File: config.mk
export PLATFORM = sky130hd
export DESIGN_NAME = amode_seq
export DESIGN_NICKNAME = d
export VERILOG_FILES = /design/src/rtl/amode_pkg.sv /design/src/rtl/amode_calc.sv /design/src/rtl/amode_index.sv /design/src/rtl/amode_seq.sv
export SDC_FILE = /design/constraint.sdc
export NUM_CORES = 1
export LEC_CHECK = 0
export ABC_AREA = 1
export CAP_MARGIN = 10
export CORE_MARGIN = 3
export CORE_UTILIZATION = 49
export CTS_BUF_LIST = sky130_fd_sc_hd__clkbuf_4 sky130_fd_sc_hd__clkbuf_8 sky130_fd_sc_hd__clkbuf_16
export CTS_CLUSTER_SIZE = 20
export DETAILED_ROUTE_END_ITERATION = 10
export GPL_TIMING_DRIVEN = 0
export PLACE_DENSITY_LB_ADDON = 0.12
export SLEW_MARGIN = 25
export SYNTH_ARGS = -nofsm -noshare
export SYNTH_HDL_FRONTEND = slang
export SYNTH_SLANG_ARGS = --single-unit
File: constraint.sdc
create_clock -name clk_i -period 2.7 [get_ports clk_i]
set_input_delay 0.405 -clock clk_i [delete_from_list [all_inputs] [get_ports clk_i]]
set_output_delay 0.405 -clock clk_i [all_outputs]
set_load 0.02 [all_outputs]
File: src/rtl/amode_pkg.sv
package amode_pkg;
  typedef enum logic [2:0] {
    M_REG     = 3'd0,
    M_REG_DEF = 3'd1,
    M_INC     = 3'd2,
    M_INC_DEF = 3'd3,
    M_DEC     = 3'd4,
    M_DEC_DEF = 3'd5,
    M_IDX     = 3'd6,
    M_IDX_DEF = 3'd7
  } mode_e;

  typedef enum logic [2:0] {
    S_IDLE,
    S_RREG,
    S_RPC,
    S_FETCHX,
    S_FETCHP,
    S_DONE
  } state_e;
endpackage

File: src/rtl/amode_calc.sv
// Register stepping and address for modes 1..5.
module amode_calc
  import amode_pkg::*;
#(
  parameter int DW     = 16,
  parameter int RW     = 3,
  parameter int SP_IDX = 6
) (
  input  mode_e         mode_i,
  input  logic [RW-1:0] rn_i,
  input  logic          byte_i,
  input  logic [DW-1:0] rval_i,
  output logic          we_o,
  output logic [DW-1:0] wval_o,
  output logic [DW-1:0] ea_o
);
  logic          full_step;
  logic [DW-1:0] step;
  logic [DW-1:0] inc_val;
  logic [DW-1:0] dec_val;

  // deferred forms and SP/PC always move a whole word
  assign full_step = mode_i[0] | (rn_i >= RW'(SP_IDX)) | ~byte_i;
  assign step      = full_step ? DW'(2) : DW'(1);
  assign inc_val   = rval_i + step;
  assign dec_val   = rval_i - step;

  always_comb begin
    we_o   = 1'b0;
    wval_o = rval_i;
    ea_o   = rval_i;
    unique case (mode_i)
      M_INC, M_INC_DEF: begin
        we_o   = 1'b1;
        wval_o = inc_val;
      end
      M_DEC, M_DEC_DEF: begin
        we_o   = 1'b1;
        wval_o = dec_val;
        ea_o   = dec_val;
      end
      default: ;
    endcase
  end
endmodule

File: src/rtl/amode_index.sv
// Index sum; the PC is advanced past X before it serves as base.
module amode_index #(
  parameter int DW = 16
) (
  input  logic [DW-1:0] pc_i,
  input  logic [DW-1:0] base_i,
  input  logic          base_is_pc_i,
  input  logic [DW-1:0] x_i,
  output logic [DW-1:0] pc_next_o,
  output logic [DW-1:0] ea_o
);
  assign pc_next_o = pc_i + DW'(2);
  assign ea_o      = (base_is_pc_i ? pc_next_o : base_i) + x_i;
endmodule

File: src/rtl/amode_seq.sv
module amode_seq
  import amode_pkg::*;
#(
  parameter int DW     = 16,
  parameter int RW     = 3,
  parameter int SP_IDX = 6,
  parameter int PC_IDX = 7
) (
  input  logic          clk_i,
  input  logic          rst_ni,
  input  logic          start_i,
  input  logic [RW+2:0] spec_i,
  input  logic          byte_i,
  output logic          busy_o,
  output logic          done_o,
  output logic          is_reg_o,
  output logic [RW-1:0] reg_o,
  output logic [DW-1:0] addr_o,
  output logic [RW-1:0] rf_raddr_o,
  input  logic [DW-1:0] rf_rdata_i,
  output logic          rf_we_o,
  output logic [RW-1:0] rf_waddr_o,
  output logic [DW-1:0] rf_wdata_o,
  output logic          mem_req_o,
  output logic [DW-1:0] mem_addr_o,
  input  logic          mem_ack_i,
  input  logic [DW-1:0] mem_rdata_i
);
  localparam logic [RW-1:0] PC_R = RW'(PC_IDX);

  state_e        state_q;
  mode_e         mode_q;
  logic [RW-1:0] rn_q;
  logic          byte_q;
  logic [DW-1:0] rval_q;
  logic [DW-1:0] pc_q;
  logic [DW-1:0] ptr_q;
  logic [DW-1:0] ea_q;
  logic          is_reg_q;

  logic          calc_we;
  logic [DW-1:0] calc_wval;
  logic [DW-1:0] calc_ea;
  logic [DW-1:0] idx_pc_next;
  logic [DW-1:0] idx_ea;

  amode_calc #(.DW(DW), .RW(RW), .SP_IDX(SP_IDX)) i_calc (
    .mode_i (mode_q),
    .rn_i   (rn_q),
    .byte_i (byte_q),
    .rval_i (rf_rdata_i),
    .we_o   (calc_we),
    .wval_o (calc_wval),
    .ea_o   (calc_ea)
  );

  amode_index #(.DW(DW)) i_index (
    .pc_i         (pc_q),
    .base_i       (rval_q),
    .base_is_pc_i (rn_q == PC_R),
    .x_i          (mem_rdata_i),
    .pc_next_o    (idx_pc_next),
    .ea_o         (idx_ea)
  );

  always_ff @(posedge clk_i or negedge rst_ni) begin
    if (!rst_ni) begin
      state_q  <= S_IDLE;
      mode_q   <= M_REG;
      rn_q     <= '0;
      byte_q   <= 1'b0;
      rval_q   <= '0;
      pc_q     <= '0;
      ptr_q    <= '0;
      ea_q     <= '0;
      is_reg_q <= 1'b0;
    end else begin
      unique case (state_q)
        S_IDLE: if (start_i) begin
          mode_q  <= mode_e'(spec_i[RW+2:RW]);
          rn_q    <= spec_i[RW-1:0];
          byte_q  <= byte_i;
          state_q <= S_RREG;
        end
        S_RREG: begin
          rval_q   <= rf_rdata_i;
          is_reg_q <= (mode_q == M_REG);
          unique case (mode_q)
            M_REG: state_q <= S_DONE;
            M_REG_DEF, M_INC, M_DEC: begin
              ea_q    <= calc_ea;
              state_q <= S_DONE;
            end
            M_INC_DEF, M_DEC_DEF: begin
              ptr_q   <= calc_ea;
              state_q <= S_FETCHP;
            end
            default: state_q <= S_RPC;
          endcase
        end
        S_RPC: begin
          pc_q    <= rf_rdata_i;
          state_q <= S_FETCHX;
        end
        S_FETCHX: if (mem_ack_i) begin
          if (mode_q == M_IDX_DEF) begin
            ptr_q   <= idx_ea;
            state_q <= S_FETCHP;
          end else begin
            ea_q    <= idx_ea;
            state_q <= S_DONE;
          end
        end
        S_FETCHP: if (mem_ack_i) begin
          ea_q    <= mem_rdata_i;
          state_q <= S_DONE;
        end
        default: state_q <= S_IDLE;
      endcase
    end
  end

  always_comb begin
    rf_we_o    = 1'b0;
    rf_waddr_o = rn_q;
    rf_wdata_o = calc_wval;
    if (state_q == S_RREG) begin
      rf_we_o = calc_we;
    end else if (state_q == S_FETCHX && mem_ack_i) begin
      rf_we_o    = 1'b1;
      rf_waddr_o = PC_R;
      rf_wdata_o = idx_pc_next;
    end
  end

  assign rf_raddr_o = (state_q == S_RPC) ? PC_R : rn_q;
  assign mem_req_o  = (state_q == S_FETCHX) || (state_q == S_FETCHP);
  assign mem_addr_o = (state_q == S_FETCHX) ? pc_q : ptr_q;
  assign busy_o     = (state_q != S_IDLE);
  assign done_o     = (state_q == S_DONE);
  assign is_reg_o   = is_reg_q;
  assign reg_o      = rn_q;
  assign addr_o     = ea_q;
endmodule

==> impl_metrics.prom <==
# TYPE chip_impl_metric gauge
chip_impl_info{name="timing.rr.end",value="ptr_q[14]$_DFFE_PN0P_"} 1
chip_impl_metric{name="arrival",unit="ns"} 2.73
chip_impl_metric{name="area_of_the_die",unit="mm²"} 0.0137
chip_impl_metric{name="ios",unit=""} 105
chip_impl_metric{name="regToRegSetupSlack",unit="ns"} -0.22
chip_impl_metric{name="antennaDiodeCount",unit=""} 0
chip_impl_metric{name="syn-mean-instance-area",unit="µm²"} 6.51
chip_impl_metric{name="syn_nets",unit=""} 993
chip_impl_metric{name="number_of_instances_on_the_worst_hold_path",unit=""} 3
chip_impl_metric{name="finish.cell_count_without_fillers",unit=""} 1262
chip_impl_metric{name="grt_first_pass_wirelength",unit="mm"} 34.9
chip_impl_metric{name="post_dp_cell_area",unit="mm²"} 0.00733
chip_impl_metric{name="syn_inst",unit=""} 926
chip_impl_info{name="cts_tree",value="built"} 1
chip_impl_metric{name="portBuffers",unit=""} 102
chip_impl_metric{name="highest_net_fanout_along_the_worst_path",unit=""} 4
chip_impl_metric{name="detail_route.wl_per_cell",unit="µm"} 19.5
chip_impl_metric{name="clk_path_buf_depth",unit=""} 2
chip_impl_info{name="hold_path_startpoint",value="rf_rdata_i[3]"} 1
chip_impl_info{name="synth.top_cells.by_area",value="dfrtp_1, nand2_1, o21ai_0"} 1
chip_impl_metric{name="numPlacedInstances",unit=""} 1172
chip_impl_metric{name="critPathRequiredTime",unit="ns"} 2.30
chip_impl_metric{name="netlist_area_pre_place",unit="mm²"} 0.00603
chip_impl_metric{name="timing.reg2reg.worst_path_depth",unit=""} 21
chip_impl_metric{name="power-per-cell-area",unit="mW/mm²"} 1450
chip_impl_metric{name="timing.final.setup_violations",unit=""} 28
chip_impl_metric{name="pre_cts_ws",unit="ns"} -1.12
chip_impl_info{name="synth_flop_cell",value="dfrtp_1"} 1
chip_impl_metric{name="number_of_buffers_inserted_during_clock_tree_synthesis",unit=""} 9
chip_impl_metric{name="yosysWarnings",unit=""} 0
chip_impl_metric{name="ant_nets",unit=""} 0
chip_impl_metric{name="regArea",unit="mm²"} 0.00188
chip_impl_metric{name="max_cap_violations",unit=""} 0
chip_impl_metric{name="syn_to_final_growth",unit="%"} 51.6
chip_impl_metric{name="postSynthRegisterBits",unit=""} 75
chip_impl_metric{name="final.fill_count",unit=""} 832
chip_impl_metric{name="slew_headroom",unit=""} 0.538
chip_impl_metric{name="route.final.wire_length",unit="mm"} 24.6
chip_impl_metric{name="max_freq",unit="MHz"} 319
chip_impl_metric{name="totalPowerFinal",unit="mW"} 13.2
chip_impl_info{name="yosys.area.top_type",value="dfrtp_1"} 1
chip_impl_metric{name="period_utilization",unit=""} 1.16
chip_impl_metric{name="leakagePower",unit="nW"} 4.21
chip_impl_metric{name="postSynth.asyncResetShare",unit=""} 1.00
chip_impl_info{name="leading_post_synthesis_cells_by_instance_count",value="nand2_1, o21ai_0, inv_1"} 1
chip_impl_info{name="crit_path_start_kind",value="register"} 1
chip_impl_metric{name="design_area",unit="mm²"} 0.00914
chip_impl_metric{name="remaining_drc_errors",unit=""} 0
chip_impl_metric{name="firstDrtPassIters",unit=""} 6
chip_impl_metric{name="worst_clock_skew",unit="ns"} 0.00697
chip_impl_metric{name="area_inside_the_core_boundary",unit="mm²"} 0.0117
chip_impl_metric{name="clock_latency_late_sink",unit="ns"} 0.35
chip_impl_info{name="clock_tree_root_driver_cell",value="clkbuf_16"} 1
chip_impl_metric{name="drt_iter0_markers",unit=""} 1029
chip_impl_metric{name="synth-edff-count",unit=""} 0
chip_impl_metric{name="final_layout_size_suffix_gt1_frac",unit=""} 0.306
chip_impl_metric{name="slew_viol_final",unit=""} 0
chip_impl_metric{name="effective_utilization_at_floorplan",unit=""} 0.515
chip_impl_info{name="grt_setup_unrepaired",value="true"} 1
chip_impl_metric{name="cts_htree_levels",unit=""} 3
chip_impl_metric{name="final_nets",unit=""} 1181
chip_impl_info{name="min-delay-path-class",value="input pin to register"} 1
chip_impl_metric{name="drt-vias-per-instance",unit=""} 6.06
chip_impl_metric{name="max-vdd-ir-drop",unit="V"} 0.00114
chip_impl_metric{name="grt_max_degree",unit=""} 53
chip_impl_info{name="violations",value="setup timing"} 1
chip_impl_info{name="rr_startpoint",value="pc_q[2]$_DFFE_PN0P_"} 1
chip_impl_info{name="worstSetupEndpointType",value="primary output"} 1
chip_impl_metric{name="clkTransAtPathRegs",unit="ns"} 0.06
chip_impl_metric{name="synth_seq_area_share",unit=""} 0.311
chip_impl_metric{name="grt_antenna_before_repair",unit=""} 0
chip_impl_metric{name="finalWorstSetupSlack",unit="ns"} -0.438
chip_impl_metric{name="worst_pin_slew",unit="ns"} 0.686
chip_impl_metric{name="report.final.hold_viol_count",unit=""} 0
chip_impl_metric{name="first_global_vias",unit=""} 6864
chip_impl_metric{name="layout_min_cycle_time",unit="ns"} 3.14
chip_impl_metric{name="clock_sinks",unit=""} 75
chip_impl_info{name="timing_worst_setup_path_type",value="register to primary output"} 1
chip_impl_metric{name="globalRouteTotalUtil",unit=""} 0.334
chip_impl_metric{name="synth_top_area_share",unit=""} 0.311
chip_impl_info{name="status",value="finished, violations left"} 1
chip_impl_metric{name="die_width",unit="µm"} 117
chip_impl_info{name="worstHoldEndpoint",value="pc_q[3]$_DFFE_PN0P_"} 1
chip_impl_metric{name="floorplan.rows",unit=""} 39
chip_impl_metric{name="fp.dieH",unit="µm"} 117
chip_impl_metric{name="synth.lib_cells_used.distinct",unit=""} 43
chip_impl_metric{name="rd_place_congestion",unit=""} 1.00
chip_impl_info{name="post-synth-top-count-cell",value="nand2_1"} 1
chip_impl_metric{name="gr-total-overflow",unit=""} 0
chip_impl_metric{name="vias",unit=""} 7642
chip_impl_metric{name="worst_hold_margin",unit="ns"} 0.349
chip_impl_metric{name="detailedPlacementHpwl",unit="mm"} 16.6
chip_impl_metric{name="multi_input_area",unit="mm²"} 0.00453
flip-flops by register name, indices dropped and copies added, names as in the netlist:
| signal | cells |
|---|---|
| state_q | 3 |
| reg_o | 3 |
| byte_q | 1 |
| addr_o | 16 |
| is_reg_o | 1 |
| rval_q | 16 |
| pc_q | 16 |
| ptr_q | 16 |
| mode_q | 3 |
routing by layer:
metal | vias up | share of wire | track usage
met4 | 0 | 0.062 | 0.172
met2 | 542 | 0.46 | 0.523
met1 | 3545 | 0.38 | 0.438
li1 | 3442 | - | -
met5 | - | 0 | 0
met3 | 113 | 0.099 | 0.0663
cell families (layout without fill, tap and decap cells):
logic type | count (synthesis) | after routing | share of synthesized area
muxes | 1 | 1 | 0.00187
xor gates and xnor gates | 6 | 6 | 0.00872
DFF | 75 | 75 | 0.311
adders and majority gates | 24 | 24 | 0.0535
and+or+nand+nor | 444 | 444 | 0.315
buffers and inverters | 140 | 333 | 0.0973
AOI/OAI and AO/OA | 236 | 236 | 0.213
critical path, cell delays in order, from the launching register on:
cell and delay, ns:
dfrtp_2 0.42, nand2_4 0.09, nand3_4 0.08, buf_4 0.15
buf_4 0.13, ha_4 0.28, a21oi_1 0.07, nor2_2 0.25
nand2_4 0.12, o31ai_1 0.20, nand2_1 0.08, a21oi_1 0.16
o21ai_1 0.10, nand2_1 0.11, buf_6 0.12
worst max path at each step:
stage	start	to	slack, ns	depth (start not counted)
finish	reg_o[2]$_DFFE_PN0P_	rf_wdata_o[13]	-0.44	14
global route	reg_o[2]$_DFFE_PN0P_	rf_wdata_o[11]	-0.58	15
CTS	reg_o[2]$_DFFE_PN0P_	rf_wdata_o[14]	-0.38	16
detailed placement	rf_rdata_i[0]	rf_wdata_o[6]	-1.12	14
global placement	rst_ni	reg_o[0]$_DFFE_PN0P_	-1.83	1
floorplan	reg_o[1]$_DFFE_PN0P_	rf_wdata_o[14]	0.009	15
cells in the final DEF (no fill, tap or decap), drive strengths merged, types with 2 or more instances in the layout:
master	synthesis	layout
a31oi	14	14
o211ai	4	4
clkdlybuf4s15	0	4
nor2	98	98
o21bai	3	3
nand3b	4	4
nor3	8	8
o221ai	2	2
or2	8	8
nand4	8	8
a21o	4	4
a22oi	5	5
o22ai	5	5
xor2	6	6
a21boi	2	2
nand2	252	252
fa	3	3
buf	20	111
o21ai	122	122
nand3	65	65
dlymetal6s2s	0	2
clkdlybuf4s50	0	63
inv	105	105
dlygate4sd2	0	12
dfrtp	75	75
a21oi	70	70
clkbuf	15	33
ha	21	21
a41oi	2	2
what timing repair did:
item                                    in CTS  in global routing
pin swaps                                   49                 72
gates cloned                                 0                  0
hold endpoints to repair                    23                  0
endpoints found under the setup margin      69                 47
setup buffers                               46                 28
gates resized for setup                    253                144
hold buffers                                 1                  0
area by class of cell:
class                      instances  area share
clock buffer                      14      0.0301
inverter                         105      0.0445
multi-input combinational        711       0.495
clock inverter                     2     0.00383
tap                              143      0.0196
timing repair buffer             178       0.175
buffer                            34      0.0260
sequential                        75       0.206
power breakdown:
part           internal (mW)  switching (mW)  total [mW]
sequential              1.71           0.415        2.12
clock                  0.797           0.494        1.29
combinational           3.93            5.88        9.81
stage by stage:
step           setup TNS (ns)  utilization
6_report                -6.84        0.780
5_1_grt                -10.60        0.780
4_1_cts                 -3.37        0.714
3_5_place_dp           -25.14        0.626
3_3_place_gp          -140.08        0.624
2_1_floorplan               0            -
No activity file was read; power rests on OpenSTA's default activity.
